File: src/rtl/mm_pkg.sv
`timescale 1ns/1ps
package mm_pkg;
  function automatic int clog2m(input int v);
    return (v > 1) ? $clog2(v) : 1;
  endfunction

  typedef enum logic [1:0] {
    MODE_HOLD,
    MODE_LOAD,
    MODE_FEED,
    MODE_EMIT
  } acc_mode_t;
endpackage

File: src/rtl/mm_bank.sv
`timescale 1ns/1ps
module mm_bank #(
  parameter int DW    = 16,
  parameter int DEPTH = 9,
  parameter int AW    = 4
) (
  input  logic          clk,
  input  logic          we,
  input  logic [AW-1:0] addr,
  input  logic [DW-1:0] wdata,
  output logic [DW-1:0] rdata
);
  logic [DW-1:0] store [DEPTH];
  logic          in_range;

  assign in_range = int'(addr) < DEPTH;

  always_ff @(posedge clk) begin
    if (we) begin
      if (in_range) store[addr] <= wdata;
    end else begin
      rdata <= in_range ? store[addr] : '0;
    end
  end
endmodule

File: src/rtl/mm_seq.sv
`timescale 1ns/1ps
module mm_seq
  import mm_pkg::*;
#(
  parameter int N  = 3,
  parameter int AW = 4
) (
  input  logic          clk,
  input  logic          rst_n,
  input  logic          launch,
  output logic          issue_vld,
  output logic [AW-1:0] a_addr,
  output logic [AW-1:0] b_addr
);
  localparam int IW = clog2m(N);
  localparam int KW = clog2m(N + 1);

  logic [IW-1:0] row_q, col_q;
  logic [KW-1:0] k_q, k_eff;
  logic          running_q, at_gap;

  assign at_gap    = (k_q == KW'(N));
  assign issue_vld = running_q && !at_gap;
  assign k_eff     = at_gap ? '0 : k_q;
  assign a_addr    = AW'(32'(row_q) * N + 32'(k_eff));
  assign b_addr    = AW'(32'(k_eff) * N + 32'(col_q));

  always_ff @(posedge clk or negedge rst_n) begin
    if (!rst_n) begin
      row_q     <= '0;
      col_q     <= '0;
      k_q       <= '0;
      running_q <= 1'b0;
    end else if (launch) begin
      row_q     <= '0;
      col_q     <= '0;
      k_q       <= '0;
      running_q <= 1'b1;
    end else if (running_q) begin
      if (at_gap) begin
        k_q <= '0;
        if (col_q == IW'(N - 1)) begin
          col_q <= '0;
          if (row_q == IW'(N - 1)) running_q <= 1'b0;
          else                     row_q     <= row_q + 1'b1;
        end else begin
          col_q <= col_q + 1'b1;
        end
      end else begin
        k_q <= k_q + 1'b1;
      end
    end
  end
endmodule

File: src/rtl/mm_mac.sv
`timescale 1ns/1ps
module mm_mac
  import mm_pkg::*;
#(
  parameter int N    = 3,
  parameter int DW   = 16,
  parameter int ACCW = 34
) (
  input  logic            clk,
  input  logic            rst_n,
  input  logic            in_vld,
  input  logic [DW-1:0]   opa,
  input  logic [DW-1:0]   opb,
  output logic            fb_en,
  output logic            out_en,
  output logic            res_valid,
  output logic [ACCW-1:0] res_data
);
  localparam int CW = clog2m(N);

  logic [2*DW-1:0] prod;
  logic [ACCW-1:0] acc_q;
  logic [CW-1:0]   cnt_q;
  logic            act_q;
  acc_mode_t       mode;

  assign prod = opa * opb;

  always_comb begin
    if (act_q && cnt_q == '0) mode = MODE_EMIT;
    else if (act_q)           mode = MODE_FEED;
    else if (in_vld)          mode = MODE_LOAD;
    else                      mode = MODE_HOLD;
  end

  assign fb_en  = (mode == MODE_FEED);
  assign out_en = (mode == MODE_EMIT);

  always_ff @(posedge clk or negedge rst_n) begin
    if (!rst_n) begin
      acc_q     <= '0;
      cnt_q     <= '0;
      act_q     <= 1'b0;
      res_valid <= 1'b0;
      res_data  <= '0;
    end else begin
      res_valid <= (mode == MODE_EMIT);
      unique case (mode)
        MODE_LOAD: begin
          acc_q <= ACCW'(prod);
          cnt_q <= CW'(N - 1);
          act_q <= 1'b1;
        end
        MODE_FEED: begin
          acc_q <= acc_q + ACCW'(prod);
          cnt_q <= cnt_q - 1'b1;
        end
        MODE_EMIT: begin
          res_data <= acc_q;
          act_q    <= 1'b0;
        end
        default: ;
      endcase
    end
  end
endmodule

File: src/rtl/mm_engine.sv
`timescale 1ns/1ps
module mm_engine
  import mm_pkg::*;
#(
  parameter int N  = 3,
  parameter int DW = 16,
  localparam int DEPTH = N * N,
  localparam int AW    = clog2m(DEPTH),
  localparam int ACCW  = 2 * DW + clog2m(N)
) (
  input  logic            clk,
  input  logic            rst_n,
  input  logic            ld_we,
  input  logic [AW-1:0]   ld_a_addr,
  input  logic [DW-1:0]   ld_a_data,
  input  logic [AW-1:0]   ld_b_addr,
  input  logic [DW-1:0]   ld_b_data,
  input  logic            start,
  output logic            busy,
  output logic            done,
  output logic            res_valid,
  output logic [ACCW-1:0] res_data
);
  logic          launch, mem_we, issue_vld, p_vld;
  logic          mac_fb_en, mac_out_en, last_out;
  logic [AW-1:0] ecnt_q;
  logic [AW-1:0] ld_addr  [2];
  logic [DW-1:0] ld_data  [2];
  logic [AW-1:0] seq_addr [2];
  logic [DW-1:0] rd_data  [2];

  assign launch   = start && !busy;
  assign mem_we   = ld_we && !busy;
  assign last_out = mac_out_en && (ecnt_q == AW'(DEPTH - 1));

  assign ld_addr[0] = ld_a_addr;
  assign ld_addr[1] = ld_b_addr;
  assign ld_data[0] = ld_a_data;
  assign ld_data[1] = ld_b_data;

  mm_seq #(.N(N), .AW(AW)) i_seq (
    .clk(clk), .rst_n(rst_n), .launch(launch), .issue_vld(issue_vld),
    .a_addr(seq_addr[0]), .b_addr(seq_addr[1])
  );

  for (genvar g = 0; g < 2; g++) begin : g_bank
    mm_bank #(.DW(DW), .DEPTH(DEPTH), .AW(AW)) i_bank (
      .clk(clk),
      .we(mem_we),
      .addr(busy ? seq_addr[g] : ld_addr[g]),
      .wdata(ld_data[g]),
      .rdata(rd_data[g])
    );
  end

  always_ff @(posedge clk or negedge rst_n) begin
    if (!rst_n) p_vld <= 1'b0;
    else        p_vld <= issue_vld;
  end

  mm_mac #(.N(N), .DW(DW), .ACCW(ACCW)) i_mac (
    .clk(clk), .rst_n(rst_n), .in_vld(p_vld),
    .opa(rd_data[0]), .opb(rd_data[1]),
    .fb_en(mac_fb_en), .out_en(mac_out_en),
    .res_valid(res_valid), .res_data(res_data)
  );

  always_ff @(posedge clk or negedge rst_n) begin
    if (!rst_n) begin
      busy   <= 1'b0;
      done   <= 1'b0;
      ecnt_q <= '0;
    end else if (launch) begin
      busy   <= 1'b1;
      done   <= 1'b0;
      ecnt_q <= '0;
    end else if (last_out) begin
      busy   <= 1'b0;
      done   <= 1'b1;
      ecnt_q <= '0;
    end else if (mac_out_en) begin
      ecnt_q <= ecnt_q + 1'b1;
    end
  end
endmodule

File: config.mk
export PLATFORM = sky130hd
export DESIGN_NAME = mm_engine
export DESIGN_NICKNAME = d
export VERILOG_FILES = /design/src/rtl/mm_pkg.sv /design/src/rtl/mm_bank.sv /design/src/rtl/mm_seq.sv /design/src/rtl/mm_mac.sv /design/src/rtl/mm_engine.sv
export SDC_FILE = /design/constraint.sdc
export NUM_CORES = 1
export LEC_CHECK = 0
export ABC_AREA = 1
export BUFFER_PORTS_ARGS = -buffer_cell sky130_fd_sc_hd__buf_2
export CORE_MARGIN = 4
export CORE_UTILIZATION = 45
export CTS_CLUSTER_SIZE = 14
export DETAILED_ROUTE_END_ITERATION = 10
export GPL_TIMING_DRIVEN = 0
export PLACE_DENSITY = 0.64
export SYNTH_ARGS = -nofsm -noshare
export SYNTH_HDL_FRONTEND = slang
export SYNTH_SLANG_ARGS = --single-unit
File: constraint.sdc
create_clock -name clk -period 5.81 [get_ports clk]
set_input_delay 0.8715 -clock clk [delete_from_list [all_inputs] [get_ports clk]]
set_output_delay 0.8715 -clock clk [all_outputs]
set_load 0.1 [all_outputs]
# Yosys cells after proc, flatten, opt, wreduce, memory -nomap -nowiden

Memories as Yosys holds them, arrays and structs flattened. A register that Yosys moved wholly into a read port is not among the register bits.
Cells that the tools add are included.

Add/subtract/negate cells: 8
Multiply operators: 3
Magnitude comparators: 2
Equal/unequal tests: 8
Mux-type cells: 39
Reductions and logical operators: 21

Operators with widths:

| cell                                                                    | count |
|---|---|
| 34-bit case mux with 2 select lines                                     | 1 |
| 34-bit by 32-bit adder with 34-bit output                               | 1 |
| 16-bit by 16-bit multiplier with 32-bit output                          | 1 |
| 2-bit 2-to-1 mux                                                        | 15 |
| 4-bit 2-to-1 mux                                                        | 5 |
| 1-bit 2-to-1 mux                                                        | 16 |
| 2-bit nonzero test                                                      | 6 |
| 2-bit == test, second input constant                                    | 5 |
| 4-bit by 2-bit adder with 4-bit output                                  | 2 |
| 4-bit < comparator, second input constant                               | 2 |
| 2-bit by 2-bit multiplier with 4-bit output, second input constant      | 2 |
| 2-bit by 1-bit adder with 2-bit output, second input constant           | 3 |
| 1-bit logical NOT                                                       | 6 |
| 1-bit logical AND                                                       | 5 |
| 4-bit by 1-bit adder with 4-bit output, second input constant           | 1 |
| 4-bit == test, second input constant                                    | 1 |
| 2-bit case mux with 2 select lines                                      | 1 |
| 4-bit AND reduction                                                     | 1 |
| 3-bit nonzero test                                                      | 1 |
| 2-bit by 1-bit == test with 1-bit output, second input constant         | 1 |
| 2-bit logical NOT                                                       | 1 |
| 2-bit by 1-bit inequality test with 1-bit output, second input constant | 1 |
| 1-bit case mux with 2 select lines                                      | 1 |
| 2-bit AND reduction                                                     | 1 |
| 2-bit by 1-bit subtractor with 2-bit output, second input constant      | 1 |

Register bits: 86
Bits in writable memories: 288
Bits of input ports: 44
Word-level logic and storage cells: 96
Memories kept: 2

Memories:

| memory                 | depth | width | read ports | clocked after Yosys merged registers in | wr ports | RTL line      | text |
|---|---|---|---|---|---|---|---|
| g_bank[0].i_bank.store | 9     | 16    | 1          | 1                                       | 1        | mm_bank.sv:13 | `logic [DW-1:0] store [DEPTH];` |
| g_bank[1].i_bank.store | 9     | 16    | 1          | 1                                       | 1        | mm_bank.sv:13 |  |

# Logic depth before layout (Yosys ltp)

Gate-level depths: netlist of the first run.

Depth after elaboration: 9
Gate-level depth with buffers: 39
Mapped depth without buffers: 37

# Hierarchy

From an unflattened synthesis of the first run, not the netlist that was laid out.

Cell total of the unflattened synthesis: 3610
Area total of the unflattened synthesis: 29208.0 µm²

By module, submodules not included:

| module                     | times used | cells each | area an instance (µm²) | seq. area each (µm²) |
|---|---|---|---|---|
| mm_mac                     | 1          | 2285       | 15082.0                | 1801.7 |
| mm_bank (g_bank[0].i_bank) | 1          | 594        | 6566.3                 | 4804.6 |
| mm_bank (g_bank[1].i_bank) | 1          | 600        | 6543.8                 | 4804.6 |
| mm_seq                     | 1          | 62         | 563.0                  | 175.2 |
| mm_engine                  | 1          | 69         | 452.9                  | 175.2 |

# Worst setup path after synthesis of the first run

OpenSTA, ideal clock, no wires.

Kind: register -> register
Start point: register g_bank[1].i_bank.rdata[1], read port of g_bank[1].i_bank.store
End point: register i_mac.acc_q[31]
Library setup time: 0.117 ns
Arrival: 6.331 ns
Path slack: -0.637 ns
Cell stages (with the launch flop): 35
Path buffers: 2
Period minus slack after synthesis: 6.447 ns
Path through: edfxtp_1 clkbuf_1 clkbuf_1 nand2_1 fa_1 fa_1 fa_1 fa_1 inv_1 fa_1 inv_1 fa_1 inv_1 ha_1 nand2_1 nor2_1 nand3_1 nand3_1 nand3_1 nand2_1 nand2_1 and2_1 ha_1 nand2_1 inv_1 nand2_1 nand2_1 a21oi_1 nor2_1 nor2_1 nand2_1 nand2_1 nand3_1 nand2_1 nand2_1

Word-level cells in the longest chain between the ends: 3

Ends and longest elaborated chain:

| element                                            | RTL line      | text |
|---|---|---|
| start, declared                                    | mm_bank.sv:11 | `output logic [DW-1:0] rdata` |
| 16-bit by 16-bit multiplier with 32-bit output (*) | mm_mac.sv:27  | `assign prod = opa * opb;` |
| 34-bit by 32-bit adder with 34-bit output          | mm_mac.sv:55  | `acc_q <= acc_q + ACCW'(prod);` |
| 34-bit case mux with 2 select lines (*)            | mm_mac.sv:48  | `unique case (mode)` |
| end signal, assigned                               | mm_mac.sv:50  | `acc_q <= ACCW'(prod);` |
| end signal, assigned                               | mm_mac.sv:55  |  |
| end, declared                                      | mm_mac.sv:22  | `logic [ACCW-1:0] acc_q;` |

Mark *: on every way between the ends. The rest lies on a longest branch, timed or not.
A chain may end at the register's enable or synchronous reset.

# Final worst setup path of the first run

Start point: register g_bank[0].i_bank.rdata[5], read port of g_bank[0].i_bank.store
End point: register i_mac.acc_q[33]

Word-level cells in the longest chain between the ends: 3

Ends and longest elaborated chain:

| element                                        | RTL line |
|---|---|
| start, declared                                | mm_bank.sv:11 |
| 16-bit by 16-bit multiplier with 32-bit output | mm_mac.sv:27 |
| 34-bit by 32-bit adder with 34-bit output      | mm_mac.sv:55 |
| 34-bit case mux with 2 select lines            | mm_mac.sv:48 |

No other way between the ends.

==> results.txt, run 1 <==
status = complete, but fails checks
failing checks = setup timing
final period utilization = 114%
post-synthesis mux area share = 0.0402%
R2R Path End = i_mac.acc_q[33]
Final WS setup = -0.796 ns
library cells used by synthesis = 40
slowest CP cell = fa_1
synthesized-area fraction occupied by adder cells = 20.9%
top cell type's share of synthesized area = 34.3%
synth warn = 0
skew final = 0.0398 ns
Hold WC Path Type = in -> async
Vias = 22278
DR WL/cell = 18.1 um
Placed Instances = 4159
largest net degree at the start of global routing = 69
global-route wire length before repair = 124000 um
sequential area share after synthesis = 42.0%
pre-CTS setup slack = -1.57 ns
reg2reg start = g_bank[0].i_bank.rdata[5]
final-report setup violation count = 24
FF-to-FF setup slack = -0.80 ns
TritonCTS clock tree = done
io pins = 81
top cells by area, synth = edfxtp_1 34%, nand2_1 15%, fa_1 14%
Initial Util = 45.4%
number of hold buffers added after cts = 0
Finished Cell Area = 35300 um2
layout cells sized above 1 = 25.1%
post-synthesis compound-gate area fraction = 5.28%
# fillers = 5278
CP Data Required Time = 6.27 ns
fin. max-slew vios = 0
initial antenna violation count = 3
FFs w/ async S/R, synth = 21.2%
Global Route Usage Sum = 23.6%
critical path class = reg -> reg
multi-input logic area = 15500 um2
Port Buf Inserts = 80
synth-to-layout area growth = 26.0%
Post-synth top cells = 1099 x nand2_1, 648 x inv_1, 320 x edfxtp_1
Max-Cap Viols = 0
FF/Latch Area = 11800 um2
Worst EP arrival = 7.07 ns
GRT overflow = 0
crit path capture type = register
largest area contributor in the netlist = edfxtp_1
clk_lat worst skew = 0.59 ns
post-route minimum period = 6.61 ns
Fin Hold WS = 0.170 ns
Sink Count = 406
Placed Area = 30700 um2
post-route insts no fill = 4361
ANT nets after route = 0
worst slew pin tran = 0.988 ns
Synth Instances = 3220
stages on the worst setup path = 37
final wirelength = 79000 um
prevailing post-synth register cell = edfxtp_1
CTS root buffer = clkbuf_16
Final Hold Fails = 0
RSZ-0062 raised after global routing = true
gpl congestion = 0.937
Post-Syn Area per Cell = 8.69 um2
number of flops mapped to enable cells by yosys = 320
R2R depth = 37
vias in the first global route = 22372
CP startpoint kind = register
critical path buffer and inverter count = 9
Syn Nets = 3612
post-synthesis simple-gate area fraction = 20.4%
Mapped Area = 28000 um2
Max Clk Rate = 0.151 GHz
Die Ht = 257 um
DP Wirelength = 56600 um
top-count cell post-synth = nand2_1
TritonCTS Buffers = 45
num rows = 91
die area = 66200 um2
Critical Path Fanout Max = 6
nets@finish = 3879
XOR/XNOR Fraction of Synth Area = 0.751%
#FFs+latches synth = 406
drt first pass iters = 5
initial DRC count = 1801
DRC = 0
Core ar. = 61600 um2
routed vias/inst = 5.11
clk buf depth = 3
die width = 257 um
max incr delay on CP = 0.55 ns
cell mode on critical path = nand2_1
htree depth = 2
family with the most delay on the worst path = adder cells
Slew HR = 33.8%
Clock transition at path regs = 0.06 ns
largest family of logic cells by synthesized area = adder cells
==> metal layers <==
| metal | vias to the layer above | track usage (%) | part of all wire, % |
|---|---|---|---|
| met4 | 2 | 6.18 | 2.8 |
| met3 | 148 | 3.68 | 7.4 |
| li1 | 10545 | - | - |
| met5 | - | 0 | 0.016 |
| met2 | 780 | 40.1 | 48 |
| met1 | 10803 | 32.0 | 42 |
==> worst max-delay path by stage <==
stage | slack [ns] | startpoint | to
floorplan | -0.17 | g_bank[1].i_bank.rdata[6] | i_mac.acc_q[28]
global placement | -1.53 | g_bank[0].i_bank.rdata[1] | i_mac.acc_q[33]
detailed placement | -1.57 | g_bank[1].i_bank.rdata[14] | i_mac.acc_q[33]
CTS | -0.73 | g_bank[1].i_bank.rdata[7] | i_mac.acc_q[33]
global route | -1.06 | g_bank[1].i_bank.rdata[4] | i_mac.acc_q[31]
finish | -0.80 | g_bank[0].i_bank.rdata[5] | i_mac.acc_q[33]
==> per-stage QoR <==
step | util (%) | setup TNS (ns)
CTS | 56.1 | -11.87
global route | 57.3 | -20.63
floorplan | - | -2.08
detailed placement | 49.8 | -31.55
global placement | 49.2 | -30.90
finish | 57.3 | -14.09
==> layout make-up <==
| cell class | count | area share, % |
|---|---|---|
| Timing Repair Buffer | 230 | 5.24 |
| Antenna cell | 2 | 0.0142 |
| Multi-Input combinational cell | 2039 | 44.1 |
| Clock inverter | 24 | 0.742 |
| Sequential cell | 406 | 33.4 |
| Tap cell | 837 | 2.97 |
| Clock buffer | 58 | 3.48 |
| Buffer | 107 | 3.12 |
| Inverter | 658 | 7.02 |
==> kinds of logic after synthesis <==
kind of cell | after synthesis
multiplexers | 1
adder cells (fa/ha/maj) | 348
buffers and inverters | 775
AO/OA/AOI/OAI | 250
AND/OR/NAND/NOR | 1416
flip-flops | 406
XOR/XNOR | 24
==> registers in the layout, indices dropped and copies added (netlist names) <==
signal / cells
i_seq.col_q: 2
i_mac.cnt_q: 2
done: 1
i_mac.res_data: 34
i_seq.running_q: 1
p_vld: 1
i_seq.k_q: 2
i_mac.res_valid: 1
g_bank.i_bank.store: 288
i_seq.row_q: 2
busy: 1
i_mac.acc_q: 34
ecnt_q: 4
i_mac.act_q: 1
g_bank.i_bank.rdata: 32
==> cells in the final DEF (no fill, tap or decap), types with 55 or more instances in the layout <==
cell type / count
nand2_1: 923
a21oi_1: 55
nand3_1: 72
a22oi_1: 67
nand2_2: 125
clkbuf_16: 60
fa_1: 180
inv_2: 78
dfrtp_1: 86
ha_1: 106
inv_1: 578
buf_2: 106
edfxtp_1: 320
buf_4: 106
nor2_1: 64
==> what timing repair did <==
action	in CTS	in global routing
gates resized for setup	401	167
cloned	3	0
pin swaps	167	132
setup endpoints to repair	26	26
buffers inserted	101	25
==> worst register-to-register path: cells and delay by family (launching register included) <==
family          cells  cell delay, ns
simple gates       18            1.53
flops               1            0.40
fa+ha+maj           8            3.56
compound gates      2            0.32
buf+inv             9            0.67
Power of run 1 is not shown: default switching activity piles up to over one toggle a cycle in this logic, so the estimate is an artifact.
==> inputs of run 2 (changes only) <==
--- a/config.mk
+++ b/config.mk
@@ -5,7 +5,6 @@
 export SDC_FILE = /design/constraint.sdc
 export NUM_CORES = 1
 export LEC_CHECK = 0
-export ABC_AREA = 1
 export BUFFER_PORTS_ARGS = -buffer_cell sky130_fd_sc_hd__buf_2
 export CORE_MARGIN = 4
 export CORE_UTILIZATION = 45
==> results.txt, run 2 <==
Worst EP arrival = 8.08 ns (+1.01 ns)
synth warn = 0 (unchanged)
RSZ-0062 raised after global routing = true
num rows = 88 (-3.3%)
post-synthesis mux area share = 7.25% (+7.2 points)
clk_lat worst skew = 0.58 ns (about the same)
XOR/XNOR Fraction of Synth Area = 1.88% (+1.1 points)
CP Data Required Time = 6.28 ns (about the same)
Max Clk Rate = 0.131 GHz (-13%)
drt first pass iters = 5 (unchanged)
post-synthesis compound-gate area fraction = 6.87% (+1.6 points)
TritonCTS clock tree = done
top-count cell post-synth = nand2_1
fin. max-slew vios = 0 (unchanged)
FF-to-FF setup slack = -1.80 ns (-1.00 ns)
Clock transition at path regs = 0.06 ns (about the same)
nets@finish = 2908 (-25%)
final-report setup violation count = 24 (unchanged)
ANT nets after route = 0 (unchanged)
setup TNS = -29.53 ns (-15.44 ns)
largest net degree at the start of global routing = 66 (-4.3%)
slowest CP cell = fa_1
DR WL/cell = 20.5 um (+13%)
CP startpoint kind = register
failing checks = setup timing
DRC = 0 (unchanged)
gpl congestion = 0.914 (-2.4%)
number of flops mapped to enable cells by yosys = 320 (unchanged)
FFs w/ async S/R, synth = 21.2% (unchanged)
Max-Cap Viols = 0 (unchanged)
Slew HR = 32.6% (-1.2 points)
layout cells sized above 1 = 26.6% (+1.4 points)
synth-to-layout area growth = 23.5%
Synth Instances = 2208 (-31%)
cell mode on critical path = fa_1
Initial Util = 45.4% (-0.078 points)
skew final = 0.0205 ns (-0.0193 ns)
largest family of logic cells by synthesized area = adder cells
Mapped Area = 26100 um2 (-6.7%)
initial antenna violation count = 3 (unchanged)
library cells used by synthesis = 72 (+80%)
top cells by area, synth = edfxtp_1 37%, fa_1 15%, dfrtp_1 8.2%
number of flip-flops in the largest register = 288 (unchanged)
global-route wire length before repair = 106000 um (-14%)
commonest non-fill, non-tap cell in the layout = nand2_1
Final WS setup = -1.80 ns (-1.00 ns)
Final Hold Fails = 0 (unchanged)
Post-synth top cells = 377 x nand2_1, 320 x edfxtp_1, 259 x inv_1
final period utilization = 131% (+17 points)
post-synthesis simple-gate area fraction = 11.5% (-8.9 points)
Die Ht = 249 um (-3.3%)
Post-Syn Area per Cell = 11.8 um2 (+36%)
Critical Path Fanout Max = 4 (-2)
TritonCTS Buffers = 44 (-2.2%)
die width = 249 um (-3.3%)
Sink Count = 406 (unchanged)
initial DRC count = 1401 (-22%)
Port Buf Inserts = 80 (unchanged)
io pins = 81 (unchanged)
GRT overflow = 0 (unchanged)
DP Wirelength = 47700 um (-16%)
worst slew pin tran = 1.01 ns (+0.0175 ns)
max incr delay on CP = 0.55 ns (about the same)
CTS root buffer = clkbuf_16
top cell type's share of synthesized area = 36.8% (+2.5 points)
vias in the first global route = 18669 (-17%)
largest area contributor in the netlist = edfxtp_1
Core ar. = 57600 um2 (-6.5%)
clk buf depth = 3 (unchanged)
prevailing post-synth register cell = edfxtp_1
final wirelength = 68100 um (-14%)
register with the most flip-flops = g_bank.i_bank.store
Hold WC Path Type = in -> async
status = complete, but fails checks
crit path capture type = register
Vias = 17966 (-19%)
#FFs+latches synth = 406 (unchanged)
Global Route Usage Sum = 21.7% (-1.9 points)
critical path class = reg -> reg
highest-count cells in the layout ignoring fill and taps = 361 x nand2_1, 320 x edfxtp_1, 238 x inv_1
die area = 62000 um2 (-6.5%)
synthesized-area fraction occupied by adder cells = 22.4% (+1.5 points)
Syn Nets = 2600 (-28%)
largest registers = g_bank.i_bank.store: 288 flops, i_mac.acc_q: 34 flops, i_mac.res_data: 34 flops
sequential area share after synthesis = 45.0% (+3.0 points)
htree depth = 2 (unchanged)
routed vias/inst = 5.42 (+6.1%)
post-route minimum period = 7.61 ns (+1.00 ns)
[run 2: routing by layer]
metal / wire length [um] / vias to the layer above / global-route usage, %
li1: - / 8178 / -
met1: 28200 / 9097 / 29.1
met2: 33700 / 570 / 37.0
met3: 4220 / 119 / 3.68
met4: 1980 / 2 / 5.99
met5: 7 / - / 0
[run 2: worst paths after layout]
path,start,endpoint,depth (start not counted)
min in group clk,i_mac.res_data[11],i_mac.res_data[11],2
hold / removal,rst_n,i_mac.res_data[17],1
max in group asynchronous,rst_n,i_mac.acc_q[30],2
setup / recovery,g_bank[0].i_bank.rdata[5],i_mac.acc_q[31],30
hold reg to reg,i_mac.res_data[11],i_mac.res_data[11],2
setup reg to reg,g_bank[0].i_bank.rdata[5],i_mac.acc_q[31],30
[run 2: worst max-delay path, delay by kind of cell, from the launching register on]
kind | cells | cell delay (ns)
xor gates and xnor gates | 2 | 0.39
buffers and inverters | 6 | 0.44
and+or+nand+nor | 4 | 0.66
AOI/OAI and AO/OA | 10 | 1.88
adders and majority gates | 8 | 3.61
DFF | 1 | 0.49
[run 2: cells by family (layout without fill, tap and decap cells)]
kind of cell	count (synthesis)	count (layout)
AO/OA/AOI/OAI	281	281
XOR/XNOR	56	56
adder cells (fa/ha/maj)	348	348
buffers and inverters	347	688
flip-flops	406	406
multiplexers	109	109
other	0	1
AND/OR/NAND/NOR	661	661
[run 2: area by class of cell]
| class | instances | area (um2) |
|---|---|---|
| Multi-Input combinational cell | 1455 | 14500 |
| Tap cell | 765 | 957 |
| Clock inverter | 23 | 253 |
| Buffer | 82 | 537 |
| Sequential cell | 406 | 11800 |
| Timing Repair Buffer | 267 | 2110 |
| Inverter | 260 | 981 |
| Antenna cell | 1 | 2.50 |
| Clock buffer | 56 | 1160 |
| Fill cell | 4684 | 25300 |
[run 2: repair_timing]
item,4_1_cts,5_1_grt
endpoints found under the setup margin,26,26
buffers inserted,98,68
cloned,1,1
hold buffers,0,0
pin swaps,83,123
hold endpoints to repair,0,0
gates resized for setup,163,164
[run 2: per-stage QoR]
step / util [%] / instance area, um2 / cells / hold slack (ns) / setup WS, ns
after floorplan: - / 26500 / 2208 / 0.461 / -1.32
after global placement: 48.4 / 27900 / 3053 / 0.454 / -2.43
after detailed placement: 49.1 / 28300 / 3075 / 0.458 / -2.46
after CTS: 54.1 / 31200 / 3249 / 0.171 / -1.93
after global routing: 56.0 / 32300 / 3314 / 0.183 / -2.02
final: 56.0 / 32300 / 3315 / 0.179 / -1.80
Power of run 2 is left out for the same reason.
